===== src/rtl/fdc_regs_pkg.sv =====
package fdc_regs_pkg;
  localparam int ADDR_W     = 3;
  localparam int DATA_W     = 8;
  localparam int PTR_W      = 16;
  localparam int NUM_DRIVES = 2;
  localparam int RTYPE_W    = 2;

  localparam logic [ADDR_W-1:0] OFS_STATUS = 3'd0;
  localparam logic [ADDR_W-1:0] OFS_RTYPE  = 3'd1; // read: result type, write: pointer low
  localparam logic [ADDR_W-1:0] OFS_PTRHI  = 3'd2;
  localparam logic [ADDR_W-1:0] OFS_RESULT = 3'd3;
  localparam logic [ADDR_W-1:0] OFS_SRESET = 3'd7;

  localparam int STAT_INT_BIT     = 2;
  localparam int STAT_PRESENT_BIT = 3;
  localparam int RDYB_LSB         = DATA_W - NUM_DRIVES;

  localparam logic [RTYPE_W-1:0] RT_ERROR = 2'b00;

  typedef struct packed {
    logic [RTYPE_W-1:0] rtype;
    logic [DATA_W-1:0]  err;
    logic               rdychg;
    logic               irq;
  } cmp_t;
endpackage


===== src/rtl/fdc_addr_decode.sv =====
module fdc_addr_decode
  import fdc_regs_pkg::*;
(
  input  logic              sel,
  input  logic              wr,
  input  logic [ADDR_W-1:0] addr,
  output logic              rd_status,
  output logic              rd_rtype,
  output logic              rd_result,
  output logic              wr_ptrlo,
  output logic              wr_ptrhi,
  output logic              wr_sreset
);
  logic rd_any, wr_any;

  always_comb begin
    rd_any    = sel & ~wr;
    wr_any    = sel & wr;
    rd_status = rd_any && (addr == OFS_STATUS);
    rd_rtype  = rd_any && (addr == OFS_RTYPE);
    rd_result = rd_any && (addr == OFS_RESULT);
    wr_ptrlo  = wr_any && (addr == OFS_RTYPE);
    wr_ptrhi  = wr_any && (addr == OFS_PTRHI);
    wr_sreset = wr_any && (addr == OFS_SRESET);
  end
endmodule


===== src/rtl/fdc_cmd_launch.sv =====
module fdc_cmd_launch
  import fdc_regs_pkg::*;
(
  input  logic              clk,
  input  logic              rst_n,
  input  logic              wr_ptrlo,
  input  logic              wr_ptrhi,
  input  logic [DATA_W-1:0] wdata,
  input  logic              cmp_fire,
  output logic [PTR_W-1:0]  ptr,
  output logic              busy,
  output logic              start
);
  always_ff @(posedge clk) begin
    if (!rst_n) begin
      ptr   <= '0;
      busy  <= 1'b0;
      start <= 1'b0;
    end else begin
      start <= 1'b0;
      if (!busy) begin
        if (wr_ptrlo) begin
          ptr[DATA_W-1:0] <= wdata;
        end else if (wr_ptrhi) begin
          ptr[PTR_W-1 -: DATA_W] <= ptr[PTR_W-1 -: DATA_W] | wdata;
          busy  <= 1'b1;
          start <= 1'b1;
        end
      end else if (cmp_fire) begin
        busy <= 1'b0;
      end
    end
  end

  assert_start_single_R3: assert property (@(posedge clk) disable iff (!rst_n)
    start |=> !start);
  assert_start_with_busy_R3: assert property (@(posedge clk) disable iff (!rst_n)
    start |-> busy);
  assert_launch_on_hi_R3: assert property (@(posedge clk) disable iff (!rst_n)
    (wr_ptrhi && !busy) |=> (start && busy));
  assert_ptr_frozen_busy_R4: assert property (@(posedge clk) disable iff (!rst_n)
    busy |=> $stable(ptr));
endmodule


===== src/rtl/fdc_result_store.sv =====
module fdc_result_store
  import fdc_regs_pkg::*;
(
  input  logic                  clk,
  input  logic                  rst_n,
  input  logic                  srst,
  input  logic                  rd_rtype,
  input  logic                  cmp_fire,
  input  cmp_t                  cmp,
  input  logic [NUM_DRIVES-1:0] drive_rdy,
  output logic [RTYPE_W-1:0]    rtype,
  output logic [DATA_W-1:0]     err,
  output logic                  rdychg,
  output logic                  intff,
  output logic [NUM_DRIVES-1:0] rdy_q
);
  logic init;
  assign init = !rst_n || srst;

  always_ff @(posedge clk) begin
    if (init) begin
      rtype  <= RT_ERROR;
      err    <= '0;
      rdychg <= 1'b0;
      intff  <= 1'b0;
      rdy_q  <= drive_rdy;
    end else begin
      if (cmp_fire) begin
        rtype  <= cmp.rtype;
        err    <= cmp.err;
        rdychg <= cmp.rdychg;
      end
      if (cmp_fire && cmp.irq)
        intff <= 1'b1;
      else if (rd_rtype)
        intff <= 1'b0;
    end
  end

  assert_sreset_clears_R8: assert property (@(posedge clk) disable iff (!rst_n)
    srst |=> (rtype == RT_ERROR && err == '0 && !rdychg && !intff));
  assert_rtype_read_clears_R2: assert property (@(posedge clk) disable iff (!rst_n)
    (rd_rtype && !srst && !(cmp_fire && cmp.irq)) |=> !intff);
  assert_results_hold_R5: assert property (@(posedge clk) disable iff (!rst_n)
    (!cmp_fire && !srst) |=> ($stable(rtype) && $stable(err) && $stable(rdychg)));
endmodule


===== src/rtl/fdc_host_regs.sv =====
module fdc_host_regs
  import fdc_regs_pkg::*;
(
  input  logic                  clk,
  input  logic                  rst_n,
  input  logic                  bus_sel,
  input  logic                  bus_wr,
  input  logic [ADDR_W-1:0]     bus_addr,
  input  logic [DATA_W-1:0]     bus_wdata,
  output logic [DATA_W-1:0]     bus_rdata,
  input  logic [NUM_DRIVES-1:0] drive_rdy,
  output logic [PTR_W-1:0]      iopb_ptr,
  output logic                  start_pulse,
  input  logic                  cmp_valid,
  output logic                  cmp_ready,
  input  logic [RTYPE_W-1:0]    cmp_rtype,
  input  logic [DATA_W-1:0]     cmp_err,
  input  logic                  cmp_rdychg,
  input  logic                  cmp_irq,
  output logic                  irq
);
  logic rd_status, rd_rtype, rd_result, wr_ptrlo, wr_ptrhi, wr_sreset;
  logic busy, cmp_fire, intff, rdychg;
  logic [RTYPE_W-1:0]    rtype;
  logic [DATA_W-1:0]     err, status_byte, ready_byte;
  logic [NUM_DRIVES-1:0] rdy_q;
  cmp_t                  cmp;

  fdc_addr_decode u_dec (
    .sel(bus_sel), .wr(bus_wr), .addr(bus_addr),
    .rd_status(rd_status), .rd_rtype(rd_rtype), .rd_result(rd_result),
    .wr_ptrlo(wr_ptrlo), .wr_ptrhi(wr_ptrhi), .wr_sreset(wr_sreset)
  );

  assert_strobe_onehot_R10: assert property (@(posedge clk) disable iff (!rst_n)
    $onehot0({rd_status, rd_rtype, rd_result, wr_ptrlo, wr_ptrhi, wr_sreset}));

  assign cmp_fire = cmp_valid && busy;
  assign cmp      = '{rtype: cmp_rtype, err: cmp_err, rdychg: cmp_rdychg, irq: cmp_irq};

  fdc_cmd_launch u_launch (
    .clk(clk), .rst_n(rst_n), .wr_ptrlo(wr_ptrlo), .wr_ptrhi(wr_ptrhi),
    .wdata(bus_wdata), .cmp_fire(cmp_fire), .ptr(iopb_ptr), .busy(busy),
    .start(start_pulse)
  );

  fdc_result_store u_res (
    .clk(clk), .rst_n(rst_n), .srst(wr_sreset), .rd_rtype(rd_rtype),
    .cmp_fire(cmp_fire), .cmp(cmp), .drive_rdy(drive_rdy), .rtype(rtype),
    .err(err), .rdychg(rdychg), .intff(intff), .rdy_q(rdy_q)
  );

  assign cmp_ready = busy;
  assign irq       = intff;

  // Per-drive ready bits appear in both the status byte and the ready byte
  for (genvar g = 0; g < NUM_DRIVES; g++) begin : g_drv
    assign status_byte[g]          = rdy_q[g];
    assign ready_byte[RDYB_LSB+g]  = rdy_q[g];
  end
  assign status_byte[STAT_INT_BIT]           = intff;
  assign status_byte[STAT_PRESENT_BIT]       = 1'b1;
  assign status_byte[DATA_W-1:STAT_PRESENT_BIT+1] = '0;
  assign ready_byte[RDYB_LSB-1:0]            = '0;

  always_comb begin
    bus_rdata = '0;
    if (rd_status)
      bus_rdata = status_byte;
    else if (rd_rtype)
      bus_rdata = {{(DATA_W-RTYPE_W){1'b0}}, rtype};
    else if (rd_result)
      bus_rdata = (rtype == RT_ERROR) ? err : (rdychg ? ready_byte : err);
  end

  assert_unused_read_zero_R10: assert property (@(posedge clk) disable iff (!rst_n)
    (bus_sel && !bus_wr && (bus_addr == 3'd2 || bus_addr > 3'd3)) |-> (bus_rdata == '0));
  assert_irq_on_done_R5: assert property (@(posedge clk) disable iff (!rst_n)
    (cmp_valid && cmp_ready && cmp_irq && !wr_sreset) |=> irq);
  assert_idle_refuses_R5: assert property (@(posedge clk) disable iff (!rst_n)
    (start_pulse) |-> cmp_ready);
endmodule


===== config.mk =====
export PLATFORM = sky130hd
export DESIGN_NAME = fdc_host_regs
export DESIGN_NICKNAME = d
export VERILOG_FILES = /design/src/rtl/fdc_regs_pkg.sv /design/src/rtl/fdc_addr_decode.sv /design/src/rtl/fdc_cmd_launch.sv /design/src/rtl/fdc_result_store.sv /design/src/rtl/fdc_host_regs.sv
export SDC_FILE = /design/constraint.sdc
export NUM_CORES = 1
export LEC_CHECK = 0
export ABC_AREA = 1
export BUFFER_PORTS_ARGS = -buffer_cell sky130_fd_sc_hd__buf_2
export CAP_MARGIN = 0
export CORE_MARGIN = 4
export CORE_UTILIZATION = 50
export CTS_BUF_LIST = sky130_fd_sc_hd__clkbuf_4
export DETAILED_ROUTE_END_ITERATION = 8
export GPL_TIMING_DRIVEN = 0
export PLACE_DENSITY_LB_ADDON = 0.08
export SYNTH_ARGS = -nofsm -noshare
export SYNTH_HDL_FRONTEND = slang
export SYNTH_SLANG_ARGS = --single-unit

===== constraint.sdc =====
create_clock -name clk -period 1.35 [get_ports clk]
set_input_delay 0.2025 -clock clk [delete_from_list [all_inputs] [get_ports clk]]
set_output_delay 0.2025 -clock clk [all_outputs]
set_load 0.02 [all_outputs]

==> results of run 1 <==
## kinds of logic (layout without fill, tap and decap cells)
logic type | Yosys count | in the layout | synth area share
buffers and inverters | 27 | 91 | 0.0872
AOI/OAI and AO/OA | 19 | 19 | 0.0682
and+or+nand+nor | 126 | 126 | 0.389
DFF | 32 | 32 | 0.456
## final cells by class
cell class,count,area (µm²),share of cell area
multi-input combinational,145,717,0.365
timing repair buffer,56,333,0.169
tap,31,38.8,0.0197
sequential,32,672,0.342
buffer,7,51.3,0.0261
inverter,20,75.1,0.0382
clock inverter,2,35.0,0.0178
clock buffer,6,45.0,0.0229
## what timing repair did
item                                    CTS  global route
resized for setup                        28             6
setup buffers                             2             0
endpoints found under the setup margin    8             8
endpoints found under the hold margin     0             0
pin swaps                                 6             5
## registers in the layout, summed over array words and instances (netlist names)
name            flops
u_res.err           8
u_res.rdy_q         2
u_launch.start      1
u_launch.busy       1
u_res.intff         1
u_launch.ptr       16
u_res.rtype         2
u_res.rdychg        1
## worst max path at each step
stage	endpoint	slack, ps	cells after the start
detailed placement	bus_rdata[4]	-200	4
finish	bus_rdata[6]	-160	4
global route	bus_rdata[6]	-230	4
global placement	bus_rdata[4]	-150	4
floorplan	bus_rdata[5]	40	3
CTS	bus_rdata[4]	-170	4
## power groups by stage
stage | sequential, mW | clock (mW) | combinational, mW
floorplan | 1.01 | 0 | 0.0941
global placement | 1.00 | 0 | 0.180
detailed placement | 1.00 | 0 | 0.180
CTS | 0.977 | 0.754 | 0.186
global route | 0.978 | 0.803 | 0.210
finish | 0.976 | 0.744 | 0.187
## per-stage QoR
step | cells | hold slack [ps] | util
floorplan | 204 | 301 | -
global placement | 289 | 380 | 0.639
finish | 299 | 33.9 | 0.713
detailed placement | 289 | 381 | 0.639
global route | 299 | 28.5 | 0.713
CTS | 299 | 25.4 | 0.707
## Yosys cell counts
master and number:
sky130_fd_sc_hd__nor2_1 27, sky130_fd_sc_hd__a21oi_1 13, sky130_fd_sc_hd__o21ai_2 1, sky130_fd_sc_hd__nor3_2 1, sky130_fd_sc_hd__buf_2 2, sky130_fd_sc_hd__nor2_2 1, sky130_fd_sc_hd__inv_1 19, sky130_fd_sc_hd__nand2_2 1
sky130_fd_sc_hd__nand3_2 1, sky130_fd_sc_hd__inv_2 1, sky130_fd_sc_hd__nor2_4 3, sky130_fd_sc_hd__buf_4 4, sky130_fd_sc_hd__dfxtp_1 30, sky130_fd_sc_hd__nor3_1 1, sky130_fd_sc_hd__nand3b_1 1, sky130_fd_sc_hd__o21ai_0 4
sky130_fd_sc_hd__o21ai_1 1, sky130_fd_sc_hd__edfxtp_1 2, sky130_fd_sc_hd__nor3_4 1, sky130_fd_sc_hd__buf_6 1, sky130_fd_sc_hd__nand3_1 26, sky130_fd_sc_hd__nand2_1 63
## worst max-delay path: stages (launching register included)
cell and delay (ps):
sky130_fd_sc_hd__dfxtp_4 370, sky130_fd_sc_hd__o21ai_4 210, sky130_fd_sc_hd__nand2_1 90, sky130_fd_sc_hd__a21oi_2 160, sky130_fd_sc_hd__buf_6 140
## metal layers
layer	up-vias	wire length, µm
met1	658	1450
met4	0	48
met5	-	0
met3	6	362
li1	770	-
met2	52	1740
==> summary by stage, run 1 <==
Detailed routing
The post-route antenna net violation count is 0. The number of vias in the routed layout is 1,486. The first routing iteration left 52 violations.

The number of design rule violations left after detail routing is 0. After detailed routing, the average wire length per cell comes to 12.0 µm. Using the TritonRoute via totals, the vias-per-cell ratio works out to 4.97. For this run, the detailed router's first-pass iteration total came to 4.

The final wirelength is 3600 µm.

Power
The total power after layout is 1.91 mW. The clock power share is 0.390. The net switching share of the total power is 0.241. Of the total power, combinational logic draws 0.098. The internal power is 1.45 mW. The ratio of total power to cell area is 970 nW/µm². The sequential share of power is 0.512. The net switching power figure is 0.460 mW.

The highest ir drop seen on vdd is 0.829 mV. In this run the static leakage power is 0.951 nW.

CTS
Counting every sink on the clock net gives 32. The TritonCTS clock tree is yes. Counting along the longest clock path gives a buffer depth of 2.

The post-cts hold buffer count is 0. The H-tree generated during clock tree synthesis spans 2 levels. The insertion delay of the later-clocked pin in the worst-skew pair is 340 ps.

Clock tree synthesis inserted a total of 5 buffers. Clock tree synthesis selected as its root buffer the cell sky130_fd_sc_hd__clkbuf_4. After clock tree synthesis, the clock-pin slew on the worst setup and hold paths is 100 ps.

Layout
The most common library cell in the layout ignoring fill and taps is sky130_fd_sc_hd__nand2_1. The area growth from synthesis to layout is 35.8%. The number of nets at the end of the flow is 297. The number of antenna diodes in the final layout is 0.

In the layout the commonest cells are sky130_fd_sc_hd__nand2_1, sky130_fd_sc_hd__buf_2, sky130_fd_sc_hd__dfxtp_1, sky130_fd_sc_hd__nor2_1, sky130_fd_sc_hd__nand3_1. In the final layout, the share of cells above drive strength 1 is 0.354. The final instance area is 1970 µm².

The filler cell count is 242.

Logic synthesis
Summed over all instances, the cell type with the most area after synthesis is sky130_fd_sc_hd__dfxtp_1. The Yosys step of the flow raised 0 warnings. The average cell area after synthesis is 7.10 µm². When the netlist entered floorplanning its net count stood at 234. Yosys attributes the largest share of cell area to sky130_fd_sc_hd__dfxtp_1, sky130_fd_sc_hd__nand2_1, sky130_fd_sc_hd__nand3_1. The share of synthesized area in the top cell type comes to 0.415.

The synthesized design contains 32 register bits. The netlist area before placement is 1450 µm². The cell count after synthesis is 204. In this run, distinct cell masters in the synthesized netlist total 22. For this run, the register share of the synthesized area comes to 0.456.

Global route
The number of global-route vias before repair is 1,384. In the global route stage, met3 resource usage came out at 0.0930. The maximum number of pins on one net before global-route repair is 12. In the global route stage, met2 resource usage came out at 0.362. For this run the aggregate overflow at the end of global routing stands at 0. The initial antenna violation count is 0. In this run the most used layer during global routing was met2.

The first global-routing pass estimated 5640 µm of wire. For this run, global-route usage on met1 was measured as 0.217. In the global route stage, overall resource usage came out at 0.206.

Setup path
For the worst setup path, the data arrival time is 1300 ps. The endpoint required time on the critical path is 1150 ps. In this run the critical register-to-register path is captured at u_res.err[5]. The worst-case reg-to-reg path depth is 5.

The worst reg-to-reg setup slack is 150 ps. By startpoint and endpoint, the worst setup path is classified as reg -> out. The worst setup path is captured at a primary output. The worst setup path is launched from a flop. The maximum fanout count along the critical path is 4.

The most critical setup path has its startpoint at u_res.rtype[1]. The launch point of the worst reg-to-reg path is u_launch.busy.

Die
The number of top-level pins is 57. Measured along the y axis, the die boundary spans 61.8 µm. The die span in x is 61.8 µm. The initial core utilization is 0.525. The area of the die is 3820 µm². The floorplan has 19 rows. The core region area is 2760 µm².

Timing
The period utilization is 1.12. The minimum clock period is 1510 ps. The number of hold-slack violations in the final timing report is 0. The slack of the critical path is -156 ps. The post-route setup TNS is -993 ps. The final count of pins violating max slew was 0.

The slew at the pin closest to its max-slew limit is 337 ps. Headroom to the max-slew limit came out at 0.775. The clock arrives with 9.39 ps of skew. Setup repair after global routing could not meet its margin everywhere. Setup violations remaining at the end of the flow were counted as 8. For this run, the top clock speed supported by timing is 0.664 GHz.

Placement
Routability-driven placement finished with a final weighted congestion of 0.854. After legalization and detailed placement, the total HPWL measured 2600 µm. OpenSTA, run right after detailed placement, puts the worst setup slack at -203 ps. Port buffering added 54 buffers. After detailed placement, the total cell area comes to 1760 µm².

Status
The checks that failed: setup timing. The flow ran to the end, but the final reports show violations.

Hold path
For hold timing, the worst endpoint is u_res.rdy_q[0]. Along the worst hold path, the cell count comes to 1. The start point of the worst min-delay path is drive_rdy[0]. The min-delay analysis places its worst path in the category in -> reg.

Flow run
Max-cap violations in this run came to 0.
Note: power is estimated with default switching activity, not from simulation.
==> run 2: changes to the inputs <==
==> constraint.sdc (replaced) <==
create_clock -name clk -period 1.6 [get_ports clk]
set_input_delay 0.24 -clock clk [delete_from_list [all_inputs] [get_ports clk]]
set_output_delay 0.24 -clock clk [all_outputs]
set_load 0.02 [all_outputs]
==> summary by stage, run 2 (synthesized netlist as in run 1, its figures left out) <==
Status
The flow ran to the end, and the final reports show no timing, DRC or antenna violations.

Detailed routing
The first-pass detailed-route iteration total is 4. In the routed layout, each cell is associated on average with a via count of 4.95. The final wirelength is 3350 µm. After detailed routing, the average wire length per cell comes to 11.3 µm.

After detailed routing, the number of remaining DRC violations is 0. In this run the remaining antenna-violating nets after routing total 0. The DRC violation total after the first TritonRoute iteration is 45. The number of vias in the routed layout is 1,471.

CTS
The H-tree was split into 2 levels. TritonCTS built the clock tree. TritonCTS created 5 clock buffers. In this run, post-CTS hold repair placed 0 buffers. The clock sink total is 32. The number of buffers between clock root and the deepest sink is 2. The insertion delay of the later-clocked pin in the worst-skew pair is 330 ps. The clock edge transition at the registers on the reported setup and hold paths is 90 ps. The clock tree root buffer cell is sky130_fd_sc_hd__clkbuf_4.

Timing
Setup repair after global routing could not meet its margin everywhere. Setup violations remaining at the end of the flow were counted as 0. On the final layout, the worst clock skew is 6.20 ps. The maximum clock rate is 0.634 GHz. The headroom to the max-slew limit is 0.785. At the pin with the least slew margin, the transition time is 321 ps. The number of hold-slack violations in the final timing report is 0.

The final count of pins violating max slew is 0. The period utilization is 0.986. The smallest clock period supported by the final layout is computed as 1580 ps.

Layout
The repair_antennas step left the layout with diodes totalling 0. After the last flow step, the layout net total stands at 296. In the final layout, the registers with the most flip-flops are u_launch.ptr x16, u_res.err x8. The number of standard cells in the layout, taps in and fillers out is 297. The top cell types in the final layout, fill and taps aside, are sky130_fd_sc_hd__nand2_1, sky130_fd_sc_hd__buf_2, sky130_fd_sc_hd__dfxtp_1, sky130_fd_sc_hd__nand3_1, sky130_fd_sc_hd__nor2_1. The register with the most flip-flops in the layout has 16 of them. Counting the fill cells in the layout gives 266. The most common library cell in the layout ignoring fill and taps is sky130_fd_sc_hd__nand2_1. Registers take 672 µm². In the final layout, the multi-input gates occupy 708 µm². Ranked by flip-flop count, first place goes to u_launch.ptr. The utilization after layout is 0.685. The post-synthesis to final-layout area growth is 30.3%. In the final layout, the share of cells above drive strength 1 is 0.335.

Setup path
The worst setup path is of the reg -> out kind. Among cell families on the critical path, the largest total delay comes from flip-flops. The count of buffer and inverter cells on the critical path is 2. For this run, the slowest stage of the critical path takes 380 ps. Along the worst path, the maximum fanout reaches 4. The capturing element type of the critical path is a primary output.

For the worst setup path, the data required time is 1360 ps. Traced cell by cell, the critical path runs through o21ai_4 > buf_6 > nand2_2 > o21ai_1 > buf_4. The data arrival time of the worst path is 1340 ps. The cell with the biggest individual delay on the critical path is sky130_fd_sc_hd__dfxtp_4. STA classifies the critical path startpoint as a flop.

Global route
In the global route stage, overall resource usage came out at 0.190. Entering global routing, the biggest net connects 12 pins. The global-route wire length before repair is 5340 µm. The initial antenna violation count is 0.

The total congestion overflow is 0. The number of global-route vias before repair is 1,349.

Die
The core region area is 2760 µm². The initial core utilization is 0.525. The die span in x is 61.8 µm. The area of the die is 3820 µm². Measured along the y axis, the die boundary spans 61.8 µm. The number of placement rows is 19. The number of top-level pins is 57.

Power
The worst-case IR drop observed on VDD is 0.609 mV. Dividing total power by cell area gives a power density of 731 nW/µm². The leakage dissipation is 0.906 nW.

Placement
The post-DP HPWL is 2600 µm. Including well taps, the total number of placed cells is 289. The final weighted congestion in routability-driven placement is 0.903. The count of buffers inserted at the top-level ports is 54.

Flow run
The tool flagged a number of max-cap violations equal to 0.

Hold path
The classification of the worst-slack hold path is in -> reg.
## run 2: path summary, 6_finish.rpt
check	from	to	slack, ps	depth (start not counted)
max	u_res.rtype[1]	bus_rdata[3]	20	5
max reg2reg	u_launch.busy	u_res.err[0]	460	5
min	drive_rdy[1]	u_res.rdy_q[1]	80	1
min reg2reg	u_launch.ptr[13]	u_launch.ptr[13]	440	2
## run 2: worst reg2reg max path: stages (launching register included)
cell and delay (ps):
sky130_fd_sc_hd__dfxtp_1 460, sky130_fd_sc_hd__nand2_1 160, sky130_fd_sc_hd__inv_2 90, sky130_fd_sc_hd__buf_4 160
sky130_fd_sc_hd__nand2_1 60, sky130_fd_sc_hd__a21oi_1 140
## run 2: metrics by stage
stage	hold slack, ps	total power, mW	setup WS, ps	instance area (µm²)	TNS, ps
2_1_floorplan	339	0.934	122	1450	0
4_1_cts	73.3	1.39	-17.3	1820	-35.3
5_1_grt	75.8	1.46	-51.4	1890	-134
3_3_place_gp	417	0.997	33.1	1760	0
6_report	81.8	1.38	22.9	1890	0
3_5_place_dp	419	0.998	52.0	1760	0
## run 2: report_power, final
group / switching (mW) / internal (mW)
logic: 0.0948 / 0.0601
registers: 0.00844 / 0.814
clock network: 0.250 / 0.153
## run 2: area by class of cell
type | instances | area share
Buffer | 7 | 0.0272
Clock buffer | 5 | 0.0199
Clock inverter | 2 | 0.00398
Inverter | 20 | 0.0398
Multi-Input combinational cell | 145 | 0.375
Sequential cell | 32 | 0.356
Tap cell | 31 | 0.0205
Timing Repair Buffer | 55 | 0.158
## run 2: metal layers
layer  wire length [µm]  GRT usage
met5                  0          0
met4                 54     0.0727
met3                276     0.0682
met1               1360      0.214
met2               1660      0.327
## run 2: what timing repair did
item                                   4_1_cts  5_1_grt
setup buffers                                1        0
endpoints found under the hold margin        0        0
pin swaps                                    1        4
resized for setup                            5       23
setup endpoints to repair                    7        7
